### src/rtl/dws_pkg.sv
package dws_pkg;

   typedef enum logic [2:0] {
      ST_IDLE,
      ST_SETUP,
      ST_WRLOW,
      ST_RELEASE,
      ST_HOLD
   } dws_state_e;

   // whole clock cycles covering a time in ns, never below one
   function automatic int cyc_ceil(input int ns, input int clk_ns);
      int c;
      c = (ns + clk_ns - 1) / clk_ns;
      return (c < 1) ? 1 : c;
   endfunction

   function automatic int imax(input int a, input int b);
      return (a > b) ? a : b;
   endfunction

endpackage

### src/rtl/dws_code_map.sv
module dws_code_map #(
   parameter int DATA_W  = 8,
   parameter bit BIPOLAR = 1'b0
) (
   input  logic [DATA_W-1:0] smp,
   output logic [DATA_W-1:0] code
);
   localparam int MSB = DATA_W - 1;

   generate
      if (BIPOLAR) begin : g_offset
         // two's complement to offset binary: flip the sign bit
         assign code = {~smp[MSB], smp[MSB-1:0]};
      end else begin : g_straight
         assign code = smp;
      end
   endgenerate

endmodule

### src/rtl/dws_interval_timer.sv
module dws_interval_timer #(
   parameter int CNT_W = 4
) (
   input  logic             clk,
   input  logic             rst,
   input  logic             restart,
   input  logic [CNT_W-1:0] limit,
   output logic             expired
);
   logic [CNT_W-1:0] cnt_q;

   always_ff @(posedge clk) begin
      if (rst || restart) begin
         cnt_q <= '0;
      end else if (cnt_q != limit) begin
         cnt_q <= cnt_q + 1'b1;
      end
   end

   assign expired = (cnt_q == limit);

   // the count never runs past the window of the current state
   a_r4_cnt_in_window: assert property (@(posedge clk) disable iff (rst)
      cnt_q <= limit);

endmodule

### src/rtl/dac_write_seq.sv
module dac_write_seq
   import dws_pkg::*;
#(
   parameter int DATA_W    = 8,
   parameter int CLK_NS    = 10,
   parameter int TSU_CS_NS = 40,
   parameter int TW_WR_NS  = 40,
   parameter int TSU_D_NS  = 25,
   parameter int TH_D_NS   = 10,
   parameter bit BIPOLAR   = 1'b0
) (
   input  logic              clk,
   input  logic              rst,
   input  logic              s_valid,
   output logic              s_ready,
   input  logic [DATA_W-1:0] s_data,
   output logic              dac_cs_n,
   output logic              dac_wr_n,
   output logic [DATA_W-1:0] dac_db,
   output logic              done
);
   localparam int CS_C    = cyc_ceil(TSU_CS_NS, CLK_NS);
   localparam int WR_C    = cyc_ceil(TW_WR_NS, CLK_NS);
   localparam int DS_C    = cyc_ceil(TSU_D_NS, CLK_NS);
   localparam int DH_C    = cyc_ceil(TH_D_NS, CLK_NS);
   localparam int PRE_C   = imax(CS_C, DS_C);
   // cycles before the write strobe falls; the write pulse counts toward setup
   localparam int SETUP_C = (PRE_C > WR_C) ? PRE_C - WR_C : 1;
   // the release cycle already gives one cycle of hold
   localparam int HOLD_C  = (DH_C > 1) ? DH_C - 1 : 1;
   localparam int MAX_C   = imax(imax(SETUP_C, WR_C), HOLD_C);
   localparam int CNT_W   = (MAX_C < 2) ? 1 : $clog2(MAX_C);

   generate
      if (DATA_W < 2) begin : g_chk_width
         $error("dac_write_seq: DATA_W must be at least 2");
      end
      if (CLK_NS < 1) begin : g_chk_clk
         $error("dac_write_seq: CLK_NS must be positive");
      end
   endgenerate

   dws_state_e          st_q, st_nxt;
   logic [DATA_W-1:0]   code;
   logic [DATA_W-1:0]   db_q;
   logic [CNT_W-1:0]    lim;
   logic                tmr_exp;
   logic                cs_n_q, wr_n_q;
   logic                take;

   dws_code_map #(.DATA_W(DATA_W), .BIPOLAR(BIPOLAR)) u_map (
      .smp  (s_data),
      .code (code)
   );

   always_comb begin
      case (st_q)
         ST_SETUP: lim = CNT_W'(SETUP_C - 1);
         ST_WRLOW: lim = CNT_W'(WR_C - 1);
         ST_HOLD:  lim = CNT_W'(HOLD_C - 1);
         default:  lim = '0;
      endcase
   end

   dws_interval_timer #(.CNT_W(CNT_W)) u_tmr (
      .clk     (clk),
      .rst     (rst),
      .restart (st_nxt != st_q),
      .limit   (lim),
      .expired (tmr_exp)
   );

   assign take = (st_q == ST_IDLE) && s_valid;

   always_comb begin
      st_nxt = st_q;
      case (st_q)
         ST_IDLE:    if (s_valid) st_nxt = ST_SETUP;
         ST_SETUP:   if (tmr_exp) st_nxt = ST_WRLOW;
         ST_WRLOW:   if (tmr_exp) st_nxt = ST_RELEASE;
         ST_RELEASE: st_nxt = ST_HOLD;
         ST_HOLD:    if (tmr_exp) st_nxt = ST_IDLE;
         default:    st_nxt = ST_IDLE;
      endcase
   end

   always_ff @(posedge clk) begin
      if (rst) begin
         st_q   <= ST_IDLE;
         cs_n_q <= 1'b1;
         wr_n_q <= 1'b1;
         db_q   <= '0;
      end else begin
         st_q   <= st_nxt;
         cs_n_q <= !((st_nxt == ST_SETUP) || (st_nxt == ST_WRLOW));
         wr_n_q <= (st_nxt != ST_WRLOW);
         if (take) db_q <= code;
      end
   end

   assign s_ready  = (st_q == ST_IDLE);
   assign dac_cs_n = cs_n_q;
   assign dac_wr_n = wr_n_q;
   assign dac_db   = db_q;
   assign done     = (st_q == ST_HOLD) && tmr_exp;

   // reset puts both strobes high and clears the bus
   a_r1_reset_state: assert property (@(posedge clk)
      rst |=> (dac_cs_n && dac_wr_n && (dac_db == '0)));

   // ready only with both strobes idle
   a_r2_ready_idle: assert property (@(posedge clk) disable iff (rst)
      s_ready |-> (dac_cs_n && dac_wr_n));

   // no bus change while select stays low
   a_r3_db_frozen: assert property (@(posedge clk) disable iff (rst)
      (!dac_cs_n && $past(!dac_cs_n)) |-> $stable(dac_db));

   // select released together with the write strobe
   a_r5_joint_release: assert property (@(posedge clk) disable iff (rst)
      $rose(dac_wr_n) |-> $rose(dac_cs_n));

   // done lasts a single cycle and comes with both strobes high
   a_r9_done_pulse: assert property (@(posedge clk) disable iff (rst)
      done |=> !done);
   a_r9_done_idle_strobes: assert property (@(posedge clk) disable iff (rst)
      done |-> (dac_cs_n && dac_wr_n));

   // write low only inside select low
   a_r10_wr_inside_cs: assert property (@(posedge clk) disable iff (rst)
      !dac_wr_n |-> !dac_cs_n);

endmodule

### config.mk
export PLATFORM = sky130hd
export DESIGN_NAME = dac_write_seq
export DESIGN_NICKNAME = d
export VERILOG_FILES = /design/src/rtl/dws_pkg.sv /design/src/rtl/dws_code_map.sv /design/src/rtl/dws_interval_timer.sv /design/src/rtl/dac_write_seq.sv
export SDC_FILE = /design/constraint.sdc
export NUM_CORES = 1
export LEC_CHECK = 0
export CORE_MARGIN = 2
export CORE_UTILIZATION = 43
export CTS_CLUSTER_DIAMETER = 50
export DETAILED_ROUTE_END_ITERATION = 8
export GPL_TIMING_DRIVEN = 1
export PLACE_DENSITY = 0.76
export SLEW_MARGIN = 20
export SYNTH_ARGS = -nofsm -noshare
export SYNTH_HDL_FRONTEND = slang
export SYNTH_SLANG_ARGS = --single-unit
### constraint.sdc
create_clock -name clk -period 1.7 [get_ports clk]
set_input_delay 0.255 -clock clk [delete_from_list [all_inputs] [get_ports clk]]
set_output_delay 0.255 -clock clk [all_outputs]
set_load 0.05 [all_outputs]
==> results.cfg, run 1 <==
[place]
gp_congestion = 0.801
portBuffers = 22
dp_hpwl_mm = 1.00

[floorplanning]
rows = 14
initial_utilization_pct = 45.6
die_area_sq_um = 1910
die_h_um = 43.8
core_area_sq_um = 1490
io_pins = 23
dieWidth_um = 43.8

[worst_hold_path]
min_path_cells = 2
holdCritPathClass = reg2reg

[synth]
ys_ff_latch = 15
avgSynthCellArea_sq_um = 8.29
synth.area.top_cells = dfxtp_1, nand2_1, a21oi_1
syn-num-nets = 93
synthCells = 82
ys_types = 28
synth_area_sq_um = 679
ys_warn_count = 0
ys_seq_area_share_pct = 44.2
synth_largest_area_cell = dfxtp_1
synth.top_cell.area_share_pct = 44.2

[sta]
relSlewSlack_pct = 67.5
report.final.slew_viol_count = 0
rsz0062_at_grt = no
final.period_utilization_pct = 95.8
hold_viol = 0
max_slew.worst_pin.slew_ns = 0.486
period_minus_slack_ns = 1.63
fin_tns_setup_ns = 0
setup_viol = 0
skew_ns = 0.00698
max_clock_freq_mhz = 614

[drt]
drtAntennaViolNets = 0
vias = 632
avgRoutedWirePerCell_um = 11.7
first_iter_violations = 25
drc_errors = 0
via_per_inst = 5.27
first_pass_iters = 4
routed_wl_mm = 1.40

[setup_path]
cp_data_required_time_ns = 1.44
critPathMaxFanout = 14
worst_setup_path_end_kind = output pin
path_class = reg2out
rr_worst_depth = 3
cp.arrival_ns = 1.37
critPathLaunchType = register

[cts]
cts_setup_buffers = 0
clockBufferDepth = 2
cts_tree = done
htreeDepth = 1
path_clk_slew_ns = 0.09
clk-insertion-delay-late_ns = 0.29
cts_buffers = 3
root_buffer = clkbuf_4
cts_num_sinks = 15

[global_routing]
grtUsageTotal_pct = 15.5
grt_max_degree = 17
grt_pass1_vias = 516
grt_antenna_before_repair = 0
grt_overflow = 0
grt_pass1_wl_mm = 2.22

[power_and_ir_drop]
total_power_mw = 0.847
peakVddDrop_uv = 491
powerDensity_nw_per_um2 = 928
p_leak_nw = 0.362

[final_layout]
fill_cells = 133
final_nets = 116
n_antenna_cell = 0
syn2layout_area_growth_pct = 34.3
drive_gt1_share_pct = 21.2

[status]
status = complete, no violations

[flow_run]
drv_cap = 0
## synth_stat cells
library cell  number
buf_2              1
nand2_1           18
or3_1              1
or4b_4             1
dfxtp_1           15
and3_1             1
and4_1             1
buf_6              2
o21ai_1            1
nand2b_1           2
inv_1              2
nand3b_1           2
nor3_1             1
o221ai_1           1
nor4b_4            1
nand3_1            2
nor2_1             5
nor3b_1            1
mux2i_1            1
o311ai_1           1
a21oi_1           13
a21boi_0           1
nor4_1             1
and2_1             1
clkbuf_1           3
o21ai_0            1
or3b_1             1
a31oi_1            1
## power breakdown
group          leakage, nW  internal [mW]  total, mW  switching (mW)
Combinational        0.221          0.100      0.237           0.137
Sequential           0.123          0.376      0.405          0.0289
Clock               0.0177         0.0875      0.205           0.117
## routing by layer
metal / part of all wire (%) / wire [um] / global-route usage (%) / up-vias
li1: - / - / - / 329
met1: 48 / 669 / 22.5 / 282
met2: 47 / 654 / 22.4 / 17
met3: 4.1 / 58 / 2.50 / 4
met4: 1.5 / 21 / 7.27 / 0
met5: 0 / 0 / 0 / -
## logic make-up after synthesis
family,Yosys count,synth area share (%)
buf+inv,8,6.81
simple gates,39,31.9
flops,15,44.2
compound gates,19,15.7
mux,1,1.47
## repair_timing
action | 4_1_cts | 5_1_grt
hold buffers | 0 | 0
resized for setup | 1 | 0
endpoints found under the setup margin | 1 | 0
## sequential cells by signal, summed over array words and instances (netlist names)
name,count
dac_db,8
dac_wr_n,1
st_q,3
dac_cs_n,1
u_tmr.cnt_q,2
## through the flow
stage | std cells | utilization [%] | hold WS [ns] | setup slack (ns) | cell area, sq um
floorplan | 82 | - | 0.383 | 0.150 | 684
global placement | 116 | 59.3 | 0.443 | 0.125 | 883
detailed placement | 116 | 59.3 | 0.448 | 0.122 | 883
CTS | 120 | 61.3 | 0.461 | 0.0628 | 912
global route | 120 | 61.3 | 0.482 | 0.0149 | 912
finish | 120 | 61.3 | 0.459 | 0.0711 | 912
## path summary, 6_finish.rpt
| check | slack [ns] | end | start |
|---|---|---|---|
| max | 0.07 | done | st_q[1]$_SDFF_PP0_ |
| min | 0.46 | dac_db[5]$_SDFFE_PP0P_ | dac_db[5]$_SDFFE_PP0P_ |
| max reg2reg | 0.34 | dac_db[6]$_SDFFE_PP0P_ | st_q[1]$_SDFF_PP0_ |
| min reg2reg | 0.46 | dac_db[5]$_SDFFE_PP0P_ | dac_db[5]$_SDFFE_PP0P_ |
## placed cells by master (no fill, tap or decap)
cell             instances
clkdlybuf4s50_1         10
and2_1                   1
and3_1                   1
nand2_1                 18
mux2i_1                  1
inv_1                    2
o21ai_1                  1
nand3_1                  2
nor2_1                   5
nand2b_1                 2
or3b_1                   1
clkbuf_4                 3
dfxtp_2                  1
or4b_4                   1
dfxtp_1                 14
a21oi_1                 13
o221ai_1                 1
clkinv_2                 1
nor3b_1                  1
nand3b_1                 2
o21ai_0                  1
a31oi_1                  1
buf_12                   1
or3_1                    1
nor4b_4                  1
a21boi_0                 1
nor3_2                   1
and4_1                   1
buf_4                   13
nor4_1                   1
o311ai_1                 1
## critical path, cell delays in order, from the launching register on
cell,delay (ns)
dfxtp_1,0.63
nor2_1,0.10
and3_1,0.18
buf_4,0.18
## area by class of cell
| class | instances | area, sq um | share of cell area (%) |
|---|---|---|---|
| multi-input cells | 59 | 338 | 37.0 |
| clock inverters | 1 | 5.00 | 0.549 |
| well taps | 16 | 20.0 | 2.19 |
| flip-flops and latches | 15 | 302 | 33.1 |
| repair buffers | 24 | 218 | 23.9 |
| inverters | 2 | 7.51 | 0.823 |
| clock buffers | 3 | 22.5 | 2.47 |
(Power assumes the default switching activity.)
==> inputs of run 2 (changes only) <==
--- a/config.mk
+++ b/config.mk
@@ -5,13 +5,15 @@
 export SDC_FILE = /design/constraint.sdc
 export NUM_CORES = 1
 export LEC_CHECK = 0
+export CORE_ASPECT_RATIO = 0.8
 export CORE_MARGIN = 2
-export CORE_UTILIZATION = 43
+export CORE_UTILIZATION = 44
 export CTS_CLUSTER_DIAMETER = 50
 export DETAILED_ROUTE_END_ITERATION = 8
 export GPL_TIMING_DRIVEN = 1
-export PLACE_DENSITY = 0.76
+export PLACE_DENSITY = 0.77
 export SLEW_MARGIN = 20
 export SYNTH_ARGS = -nofsm -noshare
 export SYNTH_HDL_FRONTEND = slang
+export SYNTH_HIERARCHICAL = 1
 export SYNTH_SLANG_ARGS = --single-unit
==> run 2 against run 1 <==
Effect of this change: the flow now finishes with violations (setup timing); sequential share of layout area is 7.4 points lower; clock-buffer cell count is 1 higher; maximum frequency is 15% lower; synthesized area is 6.1% higher.
==> results.cfg, run 2 <==
[global_routing]
grt_max_degree = 13
grt_antenna_before_repair = 0
grt_pass1_wl_mm = 2.59
grtUsageTotal_pct = 18.0
grt_pass1_vias = 623
grt_overflow = 0

[status]
failed_checks = setup timing
status = finished, violations left

[floorplanning]
initial_utilization_pct = 45.7
io_pins = 23
die_h_um = 40.2
rows = 13
dieWidth_um = 49.3
die_area_sq_um = 1980
core_area_sq_um = 1580

[drt]
avgRoutedWirePerCell_um = 12.9
drtAntennaViolNets = 0
drc_errors = 0
first_iter_violations = 8
via_per_inst = 5.02
first_pass_iters = 4
routed_wl_mm = 1.85
vias = 723

[cts]
cts_num_sinks = 15
cts_tree = done
clk-insertion-delay-late_ns = 0.29
clockBufferDepth = 2
cts_buffers = 3
root_buffer = clkbuf_4
htreeDepth = 1
hold_buffers = 0
path_clk_slew_ns = 0.09

[sta]
max_slew.worst_pin.slew_ns = 0.338
period_minus_slack_ns = 1.93
setup_viol = 5
skew_ns = 0.00245
relSlewSlack_pct = 77.3
rsz0062_at_grt = yes
timing.hold.ws_ns = 0.458
max_clock_freq_mhz = 519
fin_ws_ns = -0.225
hold_viol = 0
report.final.slew_viol_count = 0
final.period_utilization_pct = 113

[final_layout]
drive_gt1_share_pct = 41.8
stdcell_count = 144
largest_reg_flops = 8
layout.cells.most_common = buf_4
final_cell_mix = buf_4, nand2_1, dfxtp_1
n_antenna_cell = 0
final_nets = 134
syn2layout_area_growth_pct = 62.8

[flow_run]
drv_cap = 0

[setup_path]
critPathMaxFanout = 5
cp_data_required_time_ns = 1.90
path_cells = nand2b_4, nor2_4, xor2_2, nor2_4, buf_4, mux2_4, o22ai_4, a21oi_4, nor3_2, nand2_1, o41ai_2
critPathSlowestCell = dfxtp_2
critPathLaunchType = register
r2r_slack_ns = -0.23
max_stage_delay_ns = 0.33
worst_setup_path_end_kind = register
path_class = reg2reg
path_common_cell = nor2_4
cp.arrival_ns = 2.12
rr_worst_depth = 11

[synth]
synth_edf_count = 0
ys_ff_latch = 15
ys.flop_type = dfxtp_1
ys_async_sr_fraction_pct = 0
yosysMostFrequentCell = nand2_1
synth.top_cell.area_share_pct = 41.7
ys_warn_count = 6
synth.area.top_cells = dfxtp_1, nand2_1, buf_4
avgSynthCellArea_sq_um = 8.10
synthCells = 89
synth_common_cells = nand2_1, dfxtp_1, a21oi_1
ys_types = 24
syn-num-nets = 100
ys_seq_area_share_pct = 41.7
synth_largest_area_cell = dfxtp_1
synth_area_sq_um = 721

[worst_hold_path]
holdCritPathClass = reg2reg
min_path_cells = 2

[power_and_ir_drop]
peakVddDrop_uv = 1710
powerDensity_nw_per_um2 = 2060
p_leak_nw = 0.478

[place]
portBuffers = 22
place_inst = 133
gp_congestion = 0.817
dp_hpwl_mm = 1.19
[run 2: changes by cell type in the layout (fill, tap and decap cells not counted), moves of 2 or more]
cell / previous run / this run
a21oi_1: 13 / 10
nand2b_1: 2 / 0
buf_4: 13 / 29
nand3b_1: 2 / 0
nor2_4: 0 / 2
nand3_1: 2 / 0
xor2_2: 0 / 2
[run 2: metrics by stage]
stage / area, sq um / util (%) / setup slack, ns / TNS, ns / total power, mW
finish: 1170 / 74.4 / -0.225 / -0.609 / 2.42
global route: 1170 / 74.4 / -0.288 / -0.951 / 2.54
CTS: 1100 / 69.5 / -0.202 / -0.323 / 2.15
detailed placement: 1030 / 65.3 / -0.252 / -0.628 / 1.85
global placement: 1030 / 65.3 / -0.0967 / -0.181 / 1.83
floorplan: 782 / - / -0.360 / -1.16 / 1.41
[run 2: kinds of logic (layout without fill, tap and decap cells)]
family	Yosys count	count (layout)	share of synthesized area (%)
AO/OA/AOI/OAI	20	20	16.7
XOR/XNOR	2	2	2.43
buffers and inverters	16	49	12.8
flip-flops	15	15	41.7
multiplexers	1	1	1.56
AND/OR/NAND/NOR	35	35	24.8
[run 2: report_power, final]
| part | switching [mW] | internal, mW |
|---|---|---|
| logic | 0.949 | 0.761 |
| registers | 0.0590 | 0.449 |
| clock network | 0.115 | 0.0913 |
| total | 1.12 | 1.30 |
[run 2: worst paths after layout]
kind                                 end                    from
min               dac_db[5]$_SDFFE_PP0P_  dac_db[5]$_SDFFE_PP0P_
min reg2reg       dac_db[5]$_SDFFE_PP0P_  dac_db[5]$_SDFFE_PP0P_
max          u_tmr/cnt_q[0]$_SDFFE_PP0P_      st_q[0]$_SDFF_PP0_
max reg2reg  u_tmr/cnt_q[0]$_SDFFE_PP0P_      st_q[0]$_SDFF_PP0_
[run 2: worst max-delay path: cells and delay by family, from the launching register on]
family	cells	cell delay, ns
compound gates	3	0.27
mux	1	0.26
xor+xnor	1	0.24
flops	1	0.33
buf+inv	1	0.13
simple gates	5	0.61
[run 2: layer usage]
metal | wire length (um) | up-vias | track usage [%]
li1 | - | 357 | -
met2 | 931 | 26 | 36.8
met3 | 93 | 7 | 4.48
met5 | 0 | - | 0
met1 | 760 | 333 | 18.1
met4 | 67 | 0 | 8.57
[run 2: what timing repair did]
| action | in CTS | in global routing |
|---|---|---|
| gates resized for setup | 3 | 7 |
| pin swaps | 10 | 1 |
| hold endpoints to repair | 0 | 0 |
| setup buffers | 3 | 4 |
| endpoints found under the setup margin | 3 | 3 |
[run 2: final cells by class]
class                      count  area [sq um]
timing repair buffer          41           358
clock buffer                   4          26.3
multi-input combinational     58           445
sequential                    15           302
inverter                       4          15.0
tap                           22          27.5
fill                         107           404
==> inputs of run 3 (changes only) <==
--- a/config.mk
+++ b/config.mk
@@ -5,6 +5,7 @@
 export SDC_FILE = /design/constraint.sdc
 export NUM_CORES = 1
 export LEC_CHECK = 0
+export CAP_MARGIN = 0
 export CORE_ASPECT_RATIO = 0.8
 export CORE_MARGIN = 2
 export CORE_UTILIZATION = 44
==> results of run 3 <==
Final layout, timing and power as in run 2 (identical DEF).
